## src/rtl/mac40_pkg.sv

```systemverilog
package mac40_pkg;
  localparam int OPND_W  = 16;
  localparam int ACCUM_W = 40;
  localparam int WORK_W  = 32;
  localparam int OP_W    = 3;

  typedef enum logic [OP_W-1:0] {
    OP_HOLD = 3'd0,
    OP_LOAD = 3'd1,
    OP_ADD  = 3'd2,
    OP_SUB  = 3'd3,
    OP_SAT  = 3'd4
  } mac_op_e;
endpackage

```

## src/rtl/mac40_mult.sv

```systemverilog
module mac40_mult #(
  parameter int IN_W  = mac40_pkg::OPND_W,
  parameter int ACC_W = mac40_pkg::ACCUM_W
) (
  input  logic [IN_W-1:0]  a,
  input  logic [IN_W-1:0]  b,
  input  logic             a_signed,
  input  logic             b_signed,
  input  logic             dbl,
  output logic [ACC_W-1:0] prod
);
  localparam int EXT_W  = IN_W + 1;
  localparam int PROD_W = 2 * EXT_W;

  function automatic logic signed [PROD_W-1:0] ext_mul(
    input logic [IN_W-1:0] x, input logic xs,
    input logic [IN_W-1:0] y, input logic ys);
    logic signed [EXT_W-1:0] xe;
    logic signed [EXT_W-1:0] ye;
    xe = {xs & x[IN_W-1], x};
    ye = {ys & y[IN_W-1], y};
    return PROD_W'(xe) * PROD_W'(ye);
  endfunction

  logic signed [PROD_W-1:0] raw;
  logic [ACC_W-1:0]         wide;

  always_comb begin
    raw  = ext_mul(a, a_signed, b, b_signed);
    wide = {{(ACC_W-PROD_W){raw[PROD_W-1]}}, raw};
    prod = dbl ? {wide[ACC_W-2:0], 1'b0} : wide;
  end
endmodule

```

## src/rtl/mac40_round.sv

```systemverilog
module mac40_round #(
  parameter int ACC_W  = mac40_pkg::ACCUM_W,
  parameter int HALF_W = mac40_pkg::WORK_W / 2
) (
  input  logic [ACC_W-1:0] val_in,
  input  logic             enable,
  input  logic             half_even,
  output logic [ACC_W-1:0] val_out,
  output logic             tie_hit
);
  localparam logic [ACC_W-1:0]  HALF_LSB = ACC_W'(1) << (HALF_W - 1);
  localparam logic [HALF_W-1:0] TIE_PAT  = HALF_W'(1) << (HALF_W - 1);

  function automatic logic [ACC_W-1:0] do_round(
    input logic [ACC_W-1:0] v, input logic tie);
    logic [ACC_W-1:0] r;
    r = v + HALF_LSB;
    if (tie) r[HALF_W] = 1'b0;
    return r;
  endfunction

  always_comb begin
    tie_hit = enable && half_even && (val_in[HALF_W-1:0] == TIE_PAT);
    val_out = enable ? do_round(val_in, tie_hit) : val_in;
  end
endmodule

```

## src/rtl/mac40_sat.sv

```systemverilog
module mac40_sat #(
  parameter int ACC_W = mac40_pkg::ACCUM_W,
  parameter int RES_W = mac40_pkg::WORK_W
) (
  input  logic [ACC_W-1:0] acc,
  output logic             out_of_range,
  output logic [ACC_W-1:0] clamp_val
);
  localparam int TOP_W = ACC_W - RES_W + 1;
  localparam logic [ACC_W-1:0] POS_LIM = (ACC_W'(1) << (RES_W - 1)) - ACC_W'(1);
  localparam logic [ACC_W-1:0] NEG_LIM = ~POS_LIM;

  logic [TOP_W-1:0] top;

  always_comb begin
    top          = acc[ACC_W-1:RES_W-1];
    out_of_range = !((&top) || !(|top));
    clamp_val    = acc[ACC_W-1] ? NEG_LIM : POS_LIM;
  end
endmodule

```

## src/rtl/mac40_unit.sv

```systemverilog
module mac40_unit
  import mac40_pkg::*;
#(
  parameter int IN_W  = OPND_W,
  parameter int ACC_W = ACCUM_W,
  parameter int RES_W = WORK_W
) (
  input  logic                   clk,
  input  logic                   rst_n,
  input  logic                   clr,
  input  logic [OP_W-1:0]        op,
  input  logic [IN_W-1:0]        opnd_x,
  input  logic [IN_W-1:0]        opnd_y,
  input  logic                   x_signed,
  input  logic                   y_signed,
  input  logic                   frac_mode,
  input  logic                   rnd_en,
  input  logic                   rnd_unbiased,
  output logic [ACC_W-RES_W-1:0] acc_guard,
  output logic [RES_W/2-1:0]     acc_hi,
  output logic [RES_W/2-1:0]     acc_lo,
  output logic                   ovf
);
  localparam int HALF_W = RES_W / 2;

  logic [ACC_W-1:0] acc_q;
  logic [ACC_W-1:0] prod;
  logic [ACC_W-1:0] sum;
  logic [ACC_W-1:0] rounded;
  logic [ACC_W-1:0] clamp_val;
  logic [ACC_W-1:0] acc_d;
  logic             arith_op;
  logic             sat_fire;
  logic             tie_evt;
  logic             hold_op;

  mac40_mult #(.IN_W(IN_W), .ACC_W(ACC_W)) u_mult (
    .a(opnd_x), .b(opnd_y), .a_signed(x_signed), .b_signed(y_signed),
    .dbl(frac_mode), .prod(prod)
  );

  always_comb begin
    arith_op = (op == OP_LOAD) || (op == OP_ADD) || (op == OP_SUB);
    hold_op  = !arith_op && (op != OP_SAT);
    unique case (op)
      OP_LOAD: sum = prod;
      OP_ADD:  sum = acc_q + prod;
      OP_SUB:  sum = acc_q - prod;
      default: sum = acc_q;
    endcase
  end

  mac40_round #(.ACC_W(ACC_W), .HALF_W(HALF_W)) u_round (
    .val_in(sum), .enable(rnd_en && arith_op), .half_even(rnd_unbiased),
    .val_out(rounded), .tie_hit(tie_evt)
  );

  mac40_sat #(.ACC_W(ACC_W), .RES_W(RES_W)) u_sat (
    .acc(acc_q), .out_of_range(ovf), .clamp_val(clamp_val)
  );

  assign sat_fire = (op == OP_SAT) && ovf;

  always_comb begin
    if (clr)           acc_d = '0;
    else if (sat_fire) acc_d = clamp_val;
    else if (arith_op) acc_d = rounded;
    else               acc_d = acc_q;
  end

  always_ff @(posedge clk or negedge rst_n) begin
    if (!rst_n) acc_q <= '0;
    else        acc_q <= acc_d;
  end

  assign acc_guard = acc_q[ACC_W-1:RES_W];
  assign acc_hi    = acc_q[RES_W-1:HALF_W];
  assign acc_lo    = acc_q[HALF_W-1:0];

  p_clear_r2: assert property (@(posedge clk) disable iff (!rst_n)
    clr |=> (acc_q == '0));

  p_load_r3: assert property (@(posedge clk) disable iff (!rst_n)
    (!clr && op == OP_LOAD && !rnd_en) |=> (acc_q == $past(prod)));

  p_hold_r6: assert property (@(posedge clk) disable iff (!rst_n)
    (!clr && hold_op) |=> $stable(acc_q));

  p_tie_even_r8: assert property (@(posedge clk) disable iff (!rst_n)
    (!clr && tie_evt) |=> !acc_q[HALF_W]);

  p_sat_clears_r10: assert property (@(posedge clk) disable iff (!rst_n)
    (!clr && sat_fire) |=> !ovf);

  p_sat_idle_r10: assert property (@(posedge clk) disable iff (!rst_n)
    (!clr && op == OP_SAT && !ovf) |=> $stable(acc_q));
endmodule

```

## config.mk

```make
export PLATFORM = sky130hd
export DESIGN_NAME = mac40_unit
export DESIGN_NICKNAME = d
export VERILOG_FILES = /design/src/rtl/mac40_pkg.sv /design/src/rtl/mac40_mult.sv /design/src/rtl/mac40_round.sv /design/src/rtl/mac40_sat.sv /design/src/rtl/mac40_unit.sv
export SDC_FILE = /design/constraint.sdc
export NUM_CORES = 1
export LEC_CHECK = 0
export BUFFER_PORTS_ARGS = -buffer_cell sky130_fd_sc_hd__buf_2
export CAP_MARGIN = 25
export CORE_MARGIN = 1.5
export CORE_UTILIZATION = 55
export DETAILED_ROUTE_END_ITERATION = 8
export PLACE_DENSITY_LB_ADDON = 0.15
export SLEW_MARGIN = 10
export SYNTH_ARGS = -nofsm -noshare
export SYNTH_HDL_FRONTEND = slang
export SYNTH_SLANG_ARGS = --single-unit
```

## constraint.sdc

```tcl
create_clock -name clk -period 6.5 [get_ports clk]
set_input_delay 0.65 -clock clk [delete_from_list [all_inputs] [get_ports clk]]
set_output_delay 0.65 -clock clk [all_outputs]
set_load 0.03 [all_outputs]
```

==> results.json <==
{
  "run_status": "finished with violations",
  "violations": "negative setup slack",
  "fillCellCount": 2318,
  "slew_violations": 0,
  "place.port_buffers": 83,
  "cts.path.max_buffers": 2,
  "postCtsHoldBufs": 0,
  "finish.instance_area_um2": 26300,
  "synth.top_cells.by_count": "320 x sky130_fd_sc_hd__inv_1, 315 x sky130_fd_sc_hd__nand2_1, 297 x sky130_fd_sc_hd__fa_1",
  "initial_utilization_pct": 55.5,
  "post_syn_area_um2": 18500,
  "finalSetupViolations": 31,
  "rows": 67,
  "critPathMostFrequentCell": "sky130_fd_sc_hd__fa_1",
  "synth-compound-area-share_pct": 18.0,
  "async_flop_share_pct": 100,
  "report.final.hold_viol_count": 0,
  "fin_worst_skew_ns": 0.00410,
  "cts_num_sinks": 40,
  "die_area_um2": 34800,
  "synth_ff_type": "sky130_fd_sc_hd__dfrtp_1",
  "grt_antenna_before_repair": 0,
  "yosys.cell_count.top_type": "sky130_fd_sc_hd__inv_1",
  "synth_top_family_by_area": "adder cells",
  "totalWireLength_um": 61700,
  "chipWidth_um": 187,
  "grt_overflow": 0,
  "final_min_period_over_clock_period_pct": 149,
  "ff2ff_path_depth": 16,
  "r2r-end": "acc_q[34]",
  "setup.reg_to_reg.worst_slack_ns": 2.19,
  "required_ns": 6.73,
  "post_route_cells_drive_above_1_share_pct": 36.3,
  "clock_tree.root_cell": "sky130_fd_sc_hd__clkbuf_16",
  "synth_nets": 2782,
  "worstSetupPathDepth": 41,
  "path_max_fanout": 6,
  "synth_fa_ha_area_share_pct": 40.6,
  "final_net_count": 3372,
  "place.gp.congestion": 0.933,
  "timing.setup.tns_ns": -69.23,
  "cts-buffers-inserted": 5,
  "post_synthesis_sequential_area_ratio_pct": 5.40,
  "reg_top3": "acc_q x40",
  "coreArea_um2": 33400,
  "classification_of_the_worst_setup_path": "in -> reg",
  "setup.worst_path.end_class": "flip-flop",
  "seqCellArea_um2": 1000,
  "yosys.area.top_type": "sky130_fd_sc_hd__fa_1",
  "synth_enable_flop_cells": 0,
  "synthSimpleGateAreaFrac_pct": 21.7,
  "area_overhead_vs_synth_pct": 41.8,
  "achievable-frequency_mhz": 104,
  "grt_use_total_pct": 34.7,
  "muxShareOfSynthArea_pct": 0.939,
  "chipHeight_um": 187,
  "detailed_place_hpwl_um": 49200,
  "drc": 0,
  "violation_count_after_the_first_detailed_route_iteration": 1246,
  "maxCapViolCount": 0,
  "ys_seq_elements": 40,
  "slew_headroom_pct": 38.8,
  "critical-path-max-stage-delay_ns": 0.54,
  "crit_path_start": "opnd_x[8]",
  "clk_pin_slew_worst_paths_ns": 0.06,
  "grt_start_max_net_pins": 45,
  "placement.setup.worst_slack_ns": -3.67,
  "min_path_type": "in -> async",
  "synth_warnings": 0,
  "netlist_instances": 2316,
  "timing.final.crit_period_ns": 9.66,
  "detail_route.wl_per_cell_um": 18.4,
  "cpLargestDelayFamily": "adder cells",
  "design.portCount": 84,
  "grt_first_pass_wirelength_um": 98800,
  "crit_path_top_delay_cell": "sky130_fd_sc_hd__fa_1",
  "cts_max_level": 2,
  "tightest_slew_ns": 0.918,
  "detailroute.via_count": 19200,
  "drt-pass1-iter-count": 5,
  "synth_xor_xnor_area_share_pct": 4.44,
  "grt_pass1_vias": 19500,
  "clock_insertion_delay_worst_skew_ns": 0.29,
  "synth.top_cell.area_share_pct": 32.1,
  "multi_input_comb_area_um2": 17800,
  "largest-register": "acc_q",
  "r2r-start": "acc_q[0]",
  "synth_cell_types": 85,
  "cts_tree": "yes",
  "dpl-instance-area_um2": 23800,
  "ant_nets": 0,
  "final.setup.worst_slack_ns": -3.16,
  "antenna_cells_inserted": 0,
  "vias_per_cell": 5.73,
  "cp.buffers_inverters": 9,
  "syn-mean-instance-area_um2": 8.00,
  "rsz_0062_raised_after_global_routing": "true",
  "worst_setup_path_start_kind": "input pin",
  "netlist_top_cells_area": "sky130_fd_sc_hd__fa_1 32%, sky130_fd_sc_hd__ha_1 8.5%, sky130_fd_sc_hd__inv_1 6.5%",
  "largest_register_ffs": 40,
  "arrival_ns": 9.89
}
-- area by class of cell --
cell class | count | area share [%]
clock inverters | 3 | 0.162
well taps | 448 | 2.13
repair buffers | 698 | 20.9
clock buffers | 5 | 0.476
inverters | 320 | 4.57
multi-input cells | 1841 | 67.9
flip-flops and latches | 40 | 3.81
-- routing by layer --
layer	track usage, %	wire length (um)	vias up
met5	0	0	-
met4	10.1	1870	0
met2	59.2	30500	705
met3	1.66	3020	121
met1	48.1	26400	9476
li1	-	-	8934
-- layout by cell type (no fill, tap or decap), types with 55 or more instances in the layout --
cell                      count
sky130_fd_sc_hd__ha_1        93
sky130_fd_sc_hd__buf_4      558
sky130_fd_sc_hd__a21oi_1     76
sky130_fd_sc_hd__fa_1       287
sky130_fd_sc_hd__buf_6       63
sky130_fd_sc_hd__inv_1      304
sky130_fd_sc_hd__buf_2       57
sky130_fd_sc_hd__and2_1     126
sky130_fd_sc_hd__o21ai_0     55
sky130_fd_sc_hd__nand2_1    295
sky130_fd_sc_hd__nor2_1      98
sky130_fd_sc_hd__xnor2_1     55
-- through the flow --
step,hold slack (ns),utilization [%],instances
floorplan,0.354,-,2316
global placement,0.482,71.3,3271
detailed placement,0.495,71.3,3271
CTS,0.499,75.4,3320
global route,0.556,78.7,3355
finish,0.486,78.7,3355
-- repair_timing --
action / 4_1_cts / 5_1_grt
gates cloned: 1 / 1
resized for setup: 207 / 202
endpoints found under the setup margin: 32 / 33
pin swaps: 80 / 133
setup buffers: 41 / 42
-- kinds of logic (layout without fill, tap and decap cells) --
family / Yosys count / after routing
AO/OA/AOI/OAI: 491 / 491
adder cells (fa/ha/maj): 423 / 423
buffers and inverters: 435 / 1026
AND/OR/NAND/NOR: 817 / 817
flip-flops: 40 / 40
XOR/XNOR: 94 / 94
multiplexers: 16 / 16
-- worst max path at each step --
stage                      endpoint  slack [ns]
final                     acc_q[39]       -3.16
after global routing      acc_q[39]       -3.58
after CTS                 acc_q[36]       -3.15
after detailed placement  acc_q[34]       -3.67
after global placement    acc_q[34]       -3.49
after floorplan           acc_q[36]       -3.21
Power is left out: the tool's default activity adds up to more than one toggle a clock period on the data nets, which glitch-free logic cannot reach.
